File: src/rtl/mod5_jk_pkg.sv
package mod5_jk_pkg;

  localparam int unsigned CNT_W     = 3;
  localparam int unsigned MODULUS   = 5;
  localparam logic [CNT_W-1:0] LAST_CODE = CNT_W'(MODULUS - 1);
  localparam logic [CNT_W-1:0] ZERO_CODE = '0;

  // Bit positions of the named stages inside the state word.
  localparam int unsigned BIT_A = 0;
  localparam int unsigned BIT_B = 1;
  localparam int unsigned BIT_C = 2;

  typedef enum logic [1:0] {
    JK_HOLD   = 2'b00,
    JK_CLEAR  = 2'b01,
    JK_SET    = 2'b10,
    JK_TOGGLE = 2'b11
  } jk_op_e;

  typedef struct packed {
    logic [CNT_W-1:0] j;
    logic [CNT_W-1:0] k;
  } jk_drive_t;

  // Next value of one JK stage.
  function automatic logic jk_apply(input logic q, input logic j, input logic k);
    jk_op_e op;
    op = jk_op_e'({j, k});
    unique case (op)
      JK_HOLD:   return q;
      JK_CLEAR:  return 1'b0;
      JK_SET:    return 1'b1;
      default:   return ~q;
    endcase
  endfunction

  // Ungated excitation equations for the modulo-5 sequence.
  function automatic jk_drive_t excite(input logic [CNT_W-1:0] s);
    jk_drive_t d;
    logic a, b, c;
    a = s[BIT_A];
    b = s[BIT_B];
    c = s[BIT_C];
    d.j[BIT_A] = ~c;
    d.k[BIT_A] = 1'b1;
    d.j[BIT_B] = ~c & a;
    d.k[BIT_B] = c | a;
    d.j[BIT_C] = b & a;
    d.k[BIT_C] = 1'b1;
    return d;
  endfunction

  function automatic logic is_unused(input logic [CNT_W-1:0] s);
    return s > LAST_CODE;
  endfunction

endpackage

File: src/rtl/mod5_jk_stage.sv
module mod5_jk_stage #(
  parameter logic RST_VAL = 1'b0
) (
  input  logic clk,
  input  logic rst_n,
  input  logic j,
  input  logic k,
  output logic q
);

  logic q_r;

  always_ff @(posedge clk or negedge rst_n) begin
    if (!rst_n) begin
      q_r <= RST_VAL;
    end else begin
      q_r <= mod5_jk_pkg::jk_apply(q_r, j, k);
    end
  end

  assign q = q_r;

endmodule

File: src/rtl/mod5_jk_excite.sv
module mod5_jk_excite
  import mod5_jk_pkg::*;
(
  input  logic [CNT_W-1:0] state_i,
  input  logic             en,
  output logic [CNT_W-1:0] j_o,
  output logic [CNT_W-1:0] k_o
);

  jk_drive_t raw_w;

  assign raw_w = excite(state_i);

  // The enable gates every input to the hold code.
  for (genvar i = 0; i < CNT_W; i++) begin : g_gate
    assign j_o[i] = en & raw_w.j[i];
    assign k_o[i] = en & raw_w.k[i];
  end

endmodule

File: src/rtl/mod5_jk_counter.sv
module mod5_jk_counter
  import mod5_jk_pkg::*;
(
  input  logic             clk,
  input  logic             rst_n,
  input  logic             en,
  output logic [CNT_W-1:0] count_o,
  output logic             tc_o
);

  logic [CNT_W-1:0] state_w;
  logic [CNT_W-1:0] j_w;
  logic [CNT_W-1:0] k_w;

  // Named events, brought out for the checker.
  logic unused_w;
  logic last_w;

  mod5_jk_excite u_excite (
    .state_i (state_w),
    .en      (en),
    .j_o     (j_w),
    .k_o     (k_w)
  );

  for (genvar i = 0; i < CNT_W; i++) begin : g_stage
    mod5_jk_stage #(
      .RST_VAL (ZERO_CODE[i])
    ) u_ff (
      .clk   (clk),
      .rst_n (rst_n),
      .j     (j_w[i]),
      .k     (k_w[i]),
      .q     (state_w[i])
    );
  end

  assign unused_w = is_unused(state_w);
  assign last_w   = (state_w == LAST_CODE);

  assign count_o = state_w;
  assign tc_o    = last_w & en;

endmodule

File: config.mk
export PLATFORM = sky130hd
export DESIGN_NAME = mod5_jk_counter
export DESIGN_NICKNAME = d
export VERILOG_FILES = /design/src/rtl/mod5_jk_pkg.sv /design/src/rtl/mod5_jk_stage.sv /design/src/rtl/mod5_jk_excite.sv /design/src/rtl/mod5_jk_counter.sv
export SDC_FILE = /design/constraint.sdc
export NUM_CORES = 1
export LEC_CHECK = 0
export BUFFER_PORTS_ARGS = -buffer_cell sky130_fd_sc_hd__buf_2
export CAP_MARGIN = 10
export CORE_AREA = 4 4 41 43
export DETAILED_ROUTE_END_ITERATION = 7
export DIE_AREA = 0 0 45 47
export SLEW_MARGIN = 20
export SYNTH_ARGS = -nofsm -noshare
export SYNTH_HDL_FRONTEND = slang
export SYNTH_SLANG_ARGS = --single-unit
File: constraint.sdc
create_clock -name clk -period 3.1 [get_ports clk]
set_clock_uncertainty 0.15 [all_clocks]
set_input_delay 0.93 -clock clk [delete_from_list [all_inputs] [get_ports clk]]
set_output_delay 0.93 -clock clk [all_outputs]
set_load 0.005 [all_outputs]
* Word level (Yosys, flattened, before mapping)
Index checks and enable logic that the tools add are counted.
** Storage, ports and cells
- Input port bits :: 3
- Register bits after elaboration :: 3
- Output and inout port bits :: 4
** Operators by class
- Bitwise logic cells :: 11
- Reductions and logical operators :: 3
- Muxes and demuxes :: 3
- Equality and inequality tests :: 7
** Operator list (number)
- 1-bit case mux with 3 select lines :: 3
- 1-bit AND :: 7
- 2-bit by 1-bit == test with 1-bit output (second input constant) :: 3
- 2-bit == test (second input constant) :: 3
- 2-bit logical NOT :: 3
- 3-bit == test (second input constant) :: 1
- 1-bit NOT :: 3
- 1-bit OR :: 1

* Depth between registers and ports, before layout
Gate-level depths: netlist (run 1).
- Depth in word-level cells :: 5
- Gate-level depth with buffers :: 5
- Gate-level depth less buffers :: 5

* By module
A second synthesis (run 1) with hierarchy kept.
** Unflattened totals
- Cell total of the unflattened synthesis :: 34
- Area, all modules :: 319.1 um^2
** By module, submodules not included
- mod5_jk_stage :: sequential area each 25.0 um^2, times used 3, area each 86.3 um^2, cells an instance 9
- mod5_jk_excite :: sequential area each 0.0 um^2, times used 1, area each 47.5 um^2, cells an instance 6
- mod5_jk_counter :: sequential area each 0.0 um^2, times used 1, area each 12.5 um^2, cells an instance 1

* Worst setup path after synthesis (run 1)
Ideal clock, no wire load.
- Path kind :: input to output
- Start :: input en
- End :: output tc_o
- Setup slack :: 887 ps
- Data required time :: 2020 ps
- Stages :: 2
- Arrival time :: 1133 ps
- Cell sequence :: nand2_1 nor3_1
** On the way
- Cells in the longest elaborated chain, start to end :: 1
** RTL lines
- from (decl) :: RTL line mod5_jk_counter.sv:6 : input logic en,
- 1-bit AND :: RTL line mod5_jk_counter.sv:42 : assign tc_o = last_w & en;
- to (decl) :: RTL line mod5_jk_counter.sv:8 : output logic tc_o
No other way between the ends.

* Final worst setup path (run 1)
Ends and elaborated chain as after synthesis.

==> metrics.txt, run 1 <==
TNS Setup 0 ns; ranking of synthesized cells by area dfrtp_1, ha_1, buf_4; r2r setup slk roughly 1.5 ns; placeable core area 1300 um2; Routed Antenna Nets 0; setup violators final 0; Switching Share 36.0%; I/O pins 7; total power ~260 uW; I/O Buffers 6; Worst R2R Path Depth 5; reg2reg end g_stage[1].u_ff.q$_DFFE_PN0P_; die span in x about 45 um; Worst setup SP type input port; die height 47 um; total routed wirelength 388 um; Slew headroom 83.0%; endpoint type of the worst setup path output port; most common library cells after synthesis buf_4, dfrtp_1, nor2_1, ha_1, nand2_1; RSZ-0062 raised after global routing no; largest net degree at the start of global routing 8; synthesized instance count 22; DR WL/cell 8.82 um; Leak between 0.1 and 0.15 nW; number of synthesized flops with an enable pin 0; CTS tree yes; CTS buffer count 3; Root Driver clkbuf_4; gr usage total 5.38%; Final min period 2.46 ns; status complete, no violations; # Post-CTS Setup Buffers 0; placer congestion estimate about 0.66; die area 2120 um2; first-pass GRT wire length 662 um; Flop pwr share 34.5%; fraction of layout cells with a size suffix above 1 34.5%; Post-CTS Resized 0; Worst-Margin Slew 0.252 ns; final hold vios 0; Sink Count 3; drt drc 0; fin crit share 79.3%; max reg flops 3; Min-Delay Path Class in2async; vias in the first global route about 180; dominant cell type by area after synthesis dfrtp_1; worst vdd ir 0.000118 V; register bit total from synthesis 3; First-pass DRT Iterations 2; initial antenna violation count 0; CP Max Fanout 6; routed via count 175; fin. max-slew vios 0; Area Overhead vs Synth 25.2%; PD cells 985 nW/um2; CTS H-tree depth 1; Psw a little over 90 uW; Via density 3.98; Async S/R FF share, synth 100%; post-synth top area share between 30 and 40%; Worst-path clk slew 0.04 ns; prevailing post-synth register cell dfrtp_1; Ys Warns 0; GRT overflow 0; Mapped Avg Cell Area between 9 and 10 um2; worst-case clock buffer depth 2; # nets final 35; row count 13; internal cell power 165 uW; power share of the combinational group between 30 and 40%; Net Count, Synth 27; # diodes 0; DRT iter0 DRCs 3; critical path class in2out; hold_buf cts 0; Starting Density 16.1%; CP required 2.02 ns; Yosys cell types 14; Worst-Skew Late Latency 0.24 ns; reg-to-reg startpoint g_stage[0].u_ff.q$_DFFE_PN0P_; crit path from en; Final HPWL DP about 310 um; MaxCap Viol Count 0; Clk network pwr share 27.0%; Critical Path AT 1.38 ns; fill count 157; synthesized area 209 um2; sequential area share after synthesis between 30% and 40%; FMAX 0.407 GHz; Critical Path End tc_o
-- worst min-delay path by stage --
| stage | startpoint | to | slack, ns | depth (start not counted) |
|---|---|---|---|---|
| finish | rst_n | g_stage[0].u_ff.q$_DFFE_PN0P_ | 0.33 | 1 |
| global route | rst_n | g_stage[0].u_ff.q$_DFFE_PN0P_ | 0.33 | 1 |
| CTS | rst_n | g_stage[0].u_ff.q$_DFFE_PN0P_ | 0.32 | 1 |
| detailed placement | g_stage[1].u_ff.q$_DFFE_PN0P_ | g_stage[1].u_ff.q$_DFFE_PN0P_ | 0.38 | 1 |
| global placement | g_stage[1].u_ff.q$_DFFE_PN0P_ | g_stage[1].u_ff.q$_DFFE_PN0P_ | 0.38 | 1 |
| floorplan | g_stage[1].u_ff.q$_DFFE_PN0P_ | g_stage[1].u_ff.q$_DFFE_PN0P_ | 0.34 | 1 |
-- placed cells by master, fill, tap and decap left out --
cell type,synthesis,routed
clkbuf_4,0,3
buf_2,0,6
nor2_1,3,3
nor3_1,1,1
nor2b_1,1,1
o21ai_0,1,1
nand2_1,2,2
mux2i_1,1,1
nor3b_1,1,1
clkbuf_1,0,1
nand3_1,1,1
ha_1,2,2
dfrtp_1,3,3
mux2_4,1,1
a211oi_1,1,1
or2_1,1,1
-- metrics by stage --
step	cells	setup WS [ns]	instance area (um2)	util, %	hold slack (ns)
floorplan	22	0.887	209	-	0.343
global placement	40	0.625	235	18.1	0.378
detailed placement	40	0.636	235	18.1	0.382
CTS	44	0.636	262	20.1	0.325
global route	44	0.537	262	20.1	0.330
finish	44	0.643	262	20.1	0.331
-- power by group through the flow --
stage	registers (mW)	clock network, mW	logic (mW)
3_5_place_dp	0.0900	0	0.102
3_3_place_gp	0.0899	0	0.0970
4_1_cts	0.0890	0.0729	0.102
2_1_floorplan	0.0830	0	0.0955
6_report	0.0890	0.0694	0.0992
5_1_grt	0.0949	0.0744	0.116
-- logic make-up after synthesis --
group / Yosys count / synth area share (%)
adders and majority gates: 2 / 12.0
and+or+nand+nor: 10 / 23.4
buffers and inverters: 3 / 10.8
AOI/OAI and AO/OA: 2 / 5.99
DFF: 3 / 35.9
muxes: 2 / 12.0
-- final cells by class --
| type | instances | area, um2 | share of cell area (%) |
|---|---|---|---|
| sequential | 3 | 75.1 | 28.7 |
| timing repair buffer | 6 | 30.0 | 11.5 |
| tap | 15 | 18.8 | 7.18 |
| multi-input combinational | 16 | 111 | 42.6 |
| clock buffer | 4 | 26.3 | 10.0 |
-- worst max-delay path, cell delays in order --
cell and delay, ns:
buf_2 0.13, nand2_1 0.06, nor3_1 0.12, buf_2 0.14
-- routing by layer --
layer,global-route usage [%],up-vias,routed length [um],share of wire [%]
li1,-,87,-,-
met1,4.10,75,123,32
met4,14.0,0,49,13
met5,0,-,0,0
met2,7.06,9,168,43
met3,0.383,4,46,12
Note: power is estimated with default switching activity, not from simulation.
==> run 2: changes to the inputs <==
clock period = 2 ns   (was 3.1 ns; I/O delays follow)
==> run 2 against run 1 <==
  * Final cell count is 2.3% higher
  * Routed wire length up 1.8%
  * First-iteration DRC count stayed put
  * Setup slack worse by 0.44 ns
  * Non-clock buffer count grew 1
  * Sequential power grew 55%
  * Core utilization rose by 0.77 points
  * Sequential share of layout area shrank 1.1 points
  * Flip-flop and latch count did not move
  * Count of clock-buffer cells in the layout stayed put
  * Critical path type unchanged
  * Highest routed layer unchanged
==> metrics.txt, run 2 (synthesis results as in run 1) <==
Starting Density 16.1% (unchanged); die height 47 um (unchanged); register area 75.1 um2 (unchanged); DR WL/cell 8.78 um (-0.46%); worst vdd ir 0.000184 V (+55%); fraction of layout cells with a size suffix above 1 33.3% (-1.1 points); CTS tree yes; Clk network pwr share 26.8% (-0.2 points); drt drc 0 (unchanged); fin crit share 89.9%; power share of the combinational group 38.7% (+0.2 points); DP Worst Slack 0.0840 ns (-0.552 ns); initial antenna violation count 0 (unchanged); Via density 3.93 (-1.1%); final hold vios 0 (unchanged); worst hold endpoint g_stage[1].u_ff.q$_DFFE_PN0P_; Min-Delay Path Class reg2reg; DRT iter0 DRCs 3 (unchanged); Hold Path Depth 1; First-pass DRT Iterations 2 (unchanged); die span in x 45 um (unchanged); Worst-Margin Slew 0.252 ns (-0.000000238 ns); GRT overflow 0 (unchanged); Multi-input gate area 111 um2 (unchanged); endpoint type of the worst setup path output port; fill count 156 (-0.64%); RSZ-0062 raised after global routing no; PD cells 1480 nW/um2 (+50%); # Post-CTS Setup Buffers 0 (unchanged); reg-to-reg startpoint g_stage[0].u_ff.q$_DFFE_PN0P_; Flop pwr share 34.4% (about the same); first-pass GRT wire length 662 um (unchanged); die area 2120 um2 (unchanged); Area Overhead vs Synth 29.9%; crit path max-delay cell type buf_2; Switching Share 35.9% (-0.038 points); commonest non-fill, non-tap cell in the layout buf_2; CTS H-tree depth 1 (unchanged); Leak 0.128 nW (+3.4%); Final HPWL DP 313 um (unchanged); I/O pins 7 (unchanged); gr usage total 5.38% (unchanged); Slew headroom 83.0% (unchanged); CP dominant cell by count buf_2; Root Driver clkbuf_4; placeable core area 1300 um2 (unchanged); vias in the first global route 181 (unchanged); TNS Setup 0 ns (unchanged); CP Max Fanout 6 (unchanged); I/O Buffers 6 (unchanged); Psw 144 uW (+56%); total routed wirelength 395 um (+1.8%); reg2reg end g_stage[1].u_ff.q$_DFFE_PN0P_; FMAX 0.556 GHz; CTS buffer count 3 (unchanged); commonest non-fill, non-tap cells in the layout buf_2, nor2_1, clkbuf_4, dfrtp_1; Critical Path AT 1.05 ns (-0.33 ns); placer congestion estimate 0.663 (unchanged); Worst setup SP type input port; routed via count 177 (+1.1%); max incr delay on CP 0.14 ns (about the same); internal cell power 257 uW (+56%); hold_ws 0.381 ns (+0.0506 ns); Worst-path clk slew 0.04 ns (about the same); Final min period 1.80 ns; # nets final 36 (+2.9%); status complete, no violations; HP Start g_stage[1].u_ff.q$_DFFE_PN0P_; crit path cell chain buf_2 -> nand2_1 -> nor3_1 -> buf_2; critical path class in2out; fin. max-slew vios 0 (unchanged); r2r setup slk 0.38 ns (-1.10 ns); Sink Count 3 (unchanged); row count 13 (unchanged); # diodes 0 (unchanged); MaxCap Viol Count 0 (unchanged); Routed Antenna Nets 0 (unchanged); Worst R2R Path Depth 5 (unchanged); CP required 1.25 ns (-0.77 ns); worst-case clock buffer depth 2 (unchanged); max reg flops 3 (unchanged); total power 401 uW (+56%); Core Util, Final 20.9% (+0.77 points); Final WS setup 0.203 ns (-0.440 ns); Worst-Skew Late Latency 0.24 ns (about the same); setup violators final 0 (unchanged); largest net degree at the start of global routing 8 (unchanged)
[run 2: cell types whose count changed in the layout (fill, tap and decap cells not counted), sizes merged]
| cell | change |
|---|---|
| dlygate4sd3 | +1 |
[run 2: final cells by class]
type | count | area share (%)
Multi-Input combinational cell | 16 | 41.0
Sequential cell | 3 | 27.6
Timing Repair Buffer | 7 | 14.7
Clock buffer | 4 | 9.68
Tap cell | 15 | 6.91
[run 2: how the worst max path moves through the flow]
stage	start	endpoint	slack, ns	cells after the start
floorplan	en	g_stage[1].u_ff.q$_DFFE_PN0P_	0.33	5
global placement	en	g_stage[1].u_ff.q$_DFFE_PN0P_	0.12	6
detailed placement	en	g_stage[1].u_ff.q$_DFFE_PN0P_	0.08	6
CTS	en	tc_o	0.20	4
global route	en	tc_o	0.1	4
finish	en	tc_o	0.20	4
[run 2: layer usage]
metal  track usage (%)  wire (um)
met1              4.33        135
met2              7.06        170
met3                 0         40
met4              14.0         49
met5                 0          0
[run 2: power by group through the flow]
stage | logic [mW] | registers (mW) | clock network, mW
finish | 0.155 | 0.138 | 0.108
global route | 0.181 | 0.147 | 0.115
floorplan | 0.148 | 0.129 | 0
detailed placement | 0.157 | 0.139 | 0
CTS | 0.159 | 0.138 | 0.113
global placement | 0.150 | 0.139 | 0
[run 2: metrics by stage]
step / area (um2) / std cells
2_1_floorplan: 209 / 22
3_3_place_gp: 235 / 40
3_5_place_dp: 235 / 40
4_1_cts: 272 / 45
5_1_grt: 272 / 45
6_report: 272 / 45
[run 2: repair_timing]
item	4_1_cts	5_1_grt
endpoints found under the hold margin	2	0
gates resized for setup	0	0
hold buffers	1	0
[run 2: worst max-delay path: cells and delay by family]
family,cells,cell delay [ns]
buffers and inverters,2,0.27
and+or+nand+nor,2,0.18
